$ cat config.mk
export PLATFORM = sky130hd
export DESIGN_NAME = mtf_tlb
export DESIGN_NICKNAME = d
export VERILOG_FILES = /design/src/rtl/mtf_tlb.sv
export SDC_FILE = /design/constraint.sdc
export NUM_CORES = 1
export LEC_CHECK = 0
export BUFFER_PORTS_ARGS = -buffer_cell sky130_fd_sc_hd__buf_2
export CAP_MARGIN = 20
export CORE_MARGIN = 3
export CORE_UTILIZATION = 55
export CTS_BUF_LIST = sky130_fd_sc_hd__clkbuf_4 sky130_fd_sc_hd__clkbuf_8 sky130_fd_sc_hd__clkbuf_16
export DETAILED_ROUTE_END_ITERATION = 10
export PLACE_DENSITY = 0.74
export SLEW_MARGIN = 20
export SYNTH_ARGS = -nofsm -noshare
export SYNTH_HDL_FRONTEND = slang
export SYNTH_SLANG_ARGS = --single-unit
$ cat constraint.sdc
create_clock -name clk -period 26.1 [get_ports clk]
set_clock_uncertainty 0.1 [all_clocks]
set_input_delay 6.525 -clock clk [delete_from_list [all_inputs] [get_ports clk]]
set_output_delay 6.525 -clock clk [all_outputs]
set_load 0.005 [all_outputs]
$ cat src/rtl/mtf_tlb.sv
module mtf_tlb #(
  parameter int ENTRIES = 8,
  parameter int VPN_W = 12,
  parameter int PFN_W = 12,
  parameter int ASID_W = 4,
  parameter int VMID_W = 4,
  parameter int LVL_N = 4,
  parameter int SZ_STEP = 3,
  parameter int MRU_WIN = 1,
  parameter int CNT_W = 16,
  parameter logic [LVL_N-1:0] PART_MASK = 4'b0110,
  localparam int IDX_W = $clog2(ENTRIES),
  localparam int LVL_W = $clog2(LVL_N)
) (
  input  logic              clk,
  input  logic              rst_n,
  input  logic              lk_valid,
  input  logic [VPN_W-1:0]  lk_vpn,
  input  logic [ASID_W-1:0] lk_asid,
  input  logic [VMID_W-1:0] lk_vmid,
  input  logic              lk_secure,
  input  logic [1:0]        lk_mode,
  input  logic              lk_debug,
  output logic              hit,
  output logic [IDX_W-1:0]  hit_slot,
  output logic [PFN_W-1:0]  hit_pfn,
  output logic [LVL_W-1:0]  hit_level,
  output logic              hit_partial,
  output logic [1:0]        hit_kind,
  input  logic              ins_valid,
  input  logic [VPN_W-1:0]  ins_vpn,
  input  logic [PFN_W-1:0]  ins_pfn,
  input  logic [1:0]        ins_size,
  input  logic [ASID_W-1:0] ins_asid,
  input  logic              ins_global,
  input  logic [VMID_W-1:0] ins_vmid,
  input  logic              ins_secure,
  input  logic [LVL_W-1:0]  ins_level,
  input  logic              ins_partial,
  input  logic [1:0]        ins_kind,
  output logic [CNT_W-1:0]  cnt_inst_hit,
  output logic [CNT_W-1:0]  cnt_inst_miss,
  output logic [CNT_W-1:0]  cnt_rd_hit,
  output logic [CNT_W-1:0]  cnt_rd_miss,
  output logic [CNT_W-1:0]  cnt_wr_hit,
  output logic [CNT_W-1:0]  cnt_wr_miss,
  output logic [CNT_W-1:0]  cnt_part_hit
);
  localparam int EW = 1 + VPN_W + PFN_W + 2 + ASID_W + 1 + VMID_W + 1 + LVL_W + 1 + 2;
  localparam logic [1:0] KIND_I = 2'b01;
  localparam logic [1:0] KIND_D = 2'b10;
  localparam logic [1:0] KIND_U = 2'b11;

  logic [ENTRIES-1:0][EW-1:0]     ent;
  logic [ENTRIES-1:0]             s_val, s_glb, s_sec, s_part;
  logic [ENTRIES-1:0][VPN_W-1:0]  s_vpn;
  logic [ENTRIES-1:0][PFN_W-1:0]  s_pfn;
  logic [ENTRIES-1:0][1:0]        s_size, s_kind;
  logic [ENTRIES-1:0][ASID_W-1:0] s_asid;
  logic [ENTRIES-1:0][VMID_W-1:0] s_vmid;
  logic [ENTRIES-1:0][LVL_W-1:0]  s_lvl;

  for (genvar g = 0; g < ENTRIES; g++) begin : g_unpack
    assign {s_val[g], s_vpn[g], s_pfn[g], s_size[g], s_asid[g], s_glb[g],
            s_vmid[g], s_sec[g], s_lvl[g], s_part[g], s_kind[g]} = ent[g];
  end

  logic [ENTRIES-1:0] m;
  logic               found;
  logic [IDX_W-1:0]   sel;
  logic [LVL_W-1:0]   sel_lvl;

  always_comb begin
    logic [VPN_W-1:0] vmask;
    logic blocked;
    for (int i = 0; i < ENTRIES; i++) begin
      vmask = ~((VPN_W'(1) << (int'(s_size[i]) * SZ_STEP)) - VPN_W'(1));
      m[i] = s_val[i] && (((s_vpn[i] ^ lk_vpn) & vmask) == '0) &&
             (s_glb[i] || s_asid[i] == lk_asid) &&
             s_vmid[i] == lk_vmid && s_sec[i] == lk_secure;
    end
    found = 1'b0;
    sel = '0;
    sel_lvl = '0;
    blocked = 1'b0;
    for (int i = 0; i < ENTRIES; i++) begin
      if (m[i] && !blocked && (!found || s_lvl[i] > sel_lvl)) begin
        found = 1'b1;
        sel = IDX_W'(i);
        sel_lvl = s_lvl[i];
      end
      if (m[i] && !s_part[i]) blocked = 1'b1;
    end
  end

  assign hit         = lk_valid && found;
  assign hit_slot    = sel;
  assign hit_pfn     = s_pfn[sel];
  assign hit_level   = s_lvl[sel];
  assign hit_partial = hit && s_part[sel];
  assign hit_kind    = s_kind[sel];

  wire [1:0] acc      = (lk_mode == 2'd2) ? KIND_I : KIND_D;
  wire [1:0] new_kind = ((s_kind[sel] & acc) != 2'b00) ? s_kind[sel] : KIND_U;
  wire       ins_ok   = ins_valid && (!ins_partial || PART_MASK[ins_level]);
  wire       upd      = hit && !lk_debug;
  wire       move     = upd && (sel > IDX_W'(MRU_WIN));
  wire [EW-1:0] new_ent = {1'b1, ins_vpn, ins_pfn, ins_size, ins_asid, ins_global,
                           ins_vmid, ins_secure, ins_level, ins_partial, ins_kind};

  always_ff @(posedge clk) begin
    if (!rst_n) begin
      ent <= '0;
    end else if (ins_ok) begin
      for (int i = ENTRIES - 1; i > 0; i--) ent[i] <= ent[i-1];
      ent[0] <= new_ent;
    end else if (move) begin
      for (int i = 1; i < ENTRIES; i++)
        if (i <= int'(sel)) ent[i] <= ent[i-1];
      ent[0] <= {ent[sel][EW-1:2], new_kind};
    end else if (upd) begin
      ent[sel][1:0] <= new_kind;
    end
  end

  always_ff @(posedge clk) begin
    if (!rst_n) begin
      cnt_inst_hit <= '0; cnt_inst_miss <= '0;
      cnt_rd_hit <= '0;   cnt_rd_miss <= '0;
      cnt_wr_hit <= '0;   cnt_wr_miss <= '0;
      cnt_part_hit <= '0;
    end else if (lk_valid && !lk_debug) begin
      case (lk_mode)
        2'd2:    if (hit) cnt_inst_hit <= cnt_inst_hit + CNT_W'(1);
                 else     cnt_inst_miss <= cnt_inst_miss + CNT_W'(1);
        2'd1:    if (hit) cnt_wr_hit <= cnt_wr_hit + CNT_W'(1);
                 else     cnt_wr_miss <= cnt_wr_miss + CNT_W'(1);
        default: if (hit) cnt_rd_hit <= cnt_rd_hit + CNT_W'(1);
                 else     cnt_rd_miss <= cnt_rd_miss + CNT_W'(1);
      endcase
      if (hit_partial) cnt_part_hit <= cnt_part_hit + CNT_W'(1);
    end
  end
endmodule

==> metrics <==
final period utilization 0.9682; Most used DFF post-synth dfxtp_1; layout net count 3050; CTS hold repair buffers 0; RSZ-0062 raised after global routing false; share of layout cells above drive strength 1 0.1372; Pleak 0.009606 uW; hold path cells 2; Post-synth EDFFs 0; Die Ht 209.6 um; fmax 0.03957 GHz; routed len/inst 21.93 um; IO Pins 202; pre-CTS setup slack 153.4 ps; Slew @ Worst Pin 1164 ps; Pwr Total 1538 uW; Post-Syn Instances 2846; post-synth cell types 87; first-pass GRT wire length 118900 um; vias per cell 6.192; number of cell rows 73; FF-to-FF path depth 59; async set-reset flop share out of synthesis 0; area delta synth->final 13.49%; Starting Density 0.5646; Yosys warning total 0; # clock sinks 448; synthesized area per cell 8.008 um2; hpwl dp 52640 um; DRT antenna net count 0; Seq pwr share 0.453; clock power share 0.477; CTS buffer count 47; Peak VDD IR 0.00004977 V; Critical-path top delay cell or3_1; terminus of the critical flop-to-flop path ent[173]; most frequent cells in the layout 619 x nand2_1, 448 x dfxtp_1, 352 x a21oi_1, 201 x buf_2, 169 x nor2_1; Inserted Diodes 0; via count 21750; Pre-Repair DR Iteration Count 6; gr usage total 0.3380; antenna violations before repair 1; largest net degree at the start of global routing 171; Seq cells post-synth 448; routed wire length 77030 um; final worst slack 830.3 ps; CP required 19480 ps; status completed; die area 43920 um2; area of the core 40370 um2; die width 209.6 um; hold path startpoint ent[321]; HP Class reg2reg; Slew Limit Headroom 0.2209; CP Max Fanout 9; Root Driver clkbuf_16; arrival time worst endpoint 18640 ps; Clock Path Buffers 3; combinational power share 0.070; clk slew on worst S/H paths 60 ps; max-slew violations 0; CP Capture Type output port; setup TNS 0 ps; Seq/Total Area, Yosys 0.3935; Skew-Pair Late Insertion Delay 590 ps; Internal 1171 uW; Power Dens Cells 59.44 nW/um2; Synth Net Count 2945; vias in the first global route 21000; final hold vios 0; crit-path max cell delay 510 ps; critical path type in2out; max-cap viol count 0; Reg2Reg Setup Slack 11910 ps; crit start category input port; Initial DRC Count 1983; setup violators final 0; Hold EP ent[321]; Post-Synthesis Cell Area 22790 um2; Buffers on Ports 201; fin util 0.6407; fin crit period 25270 ps; CTS tree done; DRC Markers 0; Sw Share 0.2383; Reg2Reg Launch Point ent[33]; total gr overflow 0; gpl congestion 1.002; H-tree Lvls 2; Sw Pwr 366.4 uW; most common cell after layout, fill and taps aside nand2_1
Yosys cell counts (all sizes together) (7+ instances only):
cell type  count  area, um2
mux2i        106       1061
xnor2        157       1375
or4           18      135.1
mux2          22      247.7
a211o         10      87.58
nand2b         9      56.30
a31oi         13      81.33
a2bb2oi        7      78.83
o21ai         63      341.6
nor2         171      641.9
a22o           9      78.83
or2           12      75.08
o31ai         14      105.1
xor2          79      691.9
o22ai         24      150.1
o22a          16      140.1
or3           29      181.4
o2bb2ai        7      61.31
a22oi         28      225.2
buf           66      354.1
nand4         39      244.0
o221ai        19      172.7
a211oi        16      120.1
and2          15      93.84
nor3          28      150.1
o211ai        26      195.2
o41ai          8      70.07
nand2        621       2333
nand3         70      350.3
dfxtp        448       8969
nor4          23      165.2
o21a          15      112.6
ha            30      375.4
and3          19      118.9
a21oi        357       1787
clkbuf       123      461.7
inv           50      187.7
metal layers:
layer / share of wire / GRT usage / vias up
met3: 0.086 / 0.05815 / 200
met5: 0 / 0 / -
li1: - / - / 10100
met2: 0.47 / 0.5559 / 960
met4: 0.039 / 0.1374 / 0
met1: 0.41 / 0.4424 / 10490
cell type report:
class,instances,area [um2]
repair buffers,245,1353
multi-input cells,2159,12980
clock inverters,13,232.7
fillers,3542,14500
inverters,50,195.2
clock buffers,73,1483
flip-flops and latches,448,8969
well taps,525,656.9
flip-flops by register name (all words and copies together) (netlist names):
| register | cells |
|---|---|
| cnt_wr_hit | 16 |
| cnt_rd_miss | 16 |
| cnt_part_hit | 16 |
| cnt_wr_miss | 16 |
| cnt_inst_miss | 16 |
| cnt_rd_hit | 16 |
| cnt_inst_hit | 16 |
| ent | 336 |
cells by family after synthesis:
| kind of cell | Yosys count | share of synthesized area |
|---|---|---|
| adders and majority gates | 30 | 0.01647 |
| xor gates and xnor gates | 236 | 0.09069 |
| buffers and inverters | 239 | 0.04403 |
| muxes | 128 | 0.05742 |
| and+or+nand+nor | 1080 | 0.2092 |
| DFF | 448 | 0.3935 |
| AOI/OAI and AO/OA | 685 | 0.1887 |
worst max-delay path, delay by kind of cell:
kind	cells	cell delay [ps]
AOI/OAI and AO/OA	26	5020
and+or+nand+nor	14	2790
adders and majority gates	7	2030
muxes	3	1080
buffers and inverters	6	990
xor gates and xnor gates	1	170
what timing repair did:
action / in CTS / in global routing
resized for setup: 0 / 16
setup buffers: 0 / 4
setup endpoints to repair: 0 / 20
power groups by stage:
| stage | clock network [uW] | registers [uW] | logic, uW |
|---|---|---|---|
| 3_3_place_gp | 0 | 712 | 102 |
| 6_report | 734 | 697 | 107 |
| 3_5_place_dp | 0 | 712 | 104 |
| 2_1_floorplan | 0 | 710 | 68.6 |
| 4_1_cts | 741 | 697 | 104 |
| 5_1_grt | 770 | 697 | 113 |
metrics by stage:
step	instance area, um2	hold slack [ps]	instances
floorplan	22790	331.9	2846
global placement	24030	338.8	3422
detailed placement	24040	344.4	3423
CTS	25750	352.4	3509
global route	25870	371.0	3513
finish	25870	355.7	3513
worst max path at each step:
stage	from	end	slack (ps)
finish	lk_vpn[4]	hit_partial	830
detailed placement	lk_asid[0]	hit_partial	150
floorplan	lk_secure	hit_partial	980
global placement	lk_asid[2]	hit_level[1]	580
CTS	lk_asid[0]	hit_partial	90
global route	lk_asid[2]	hit_pfn[0]	20
Note: power is estimated with default switching activity, not from simulation.
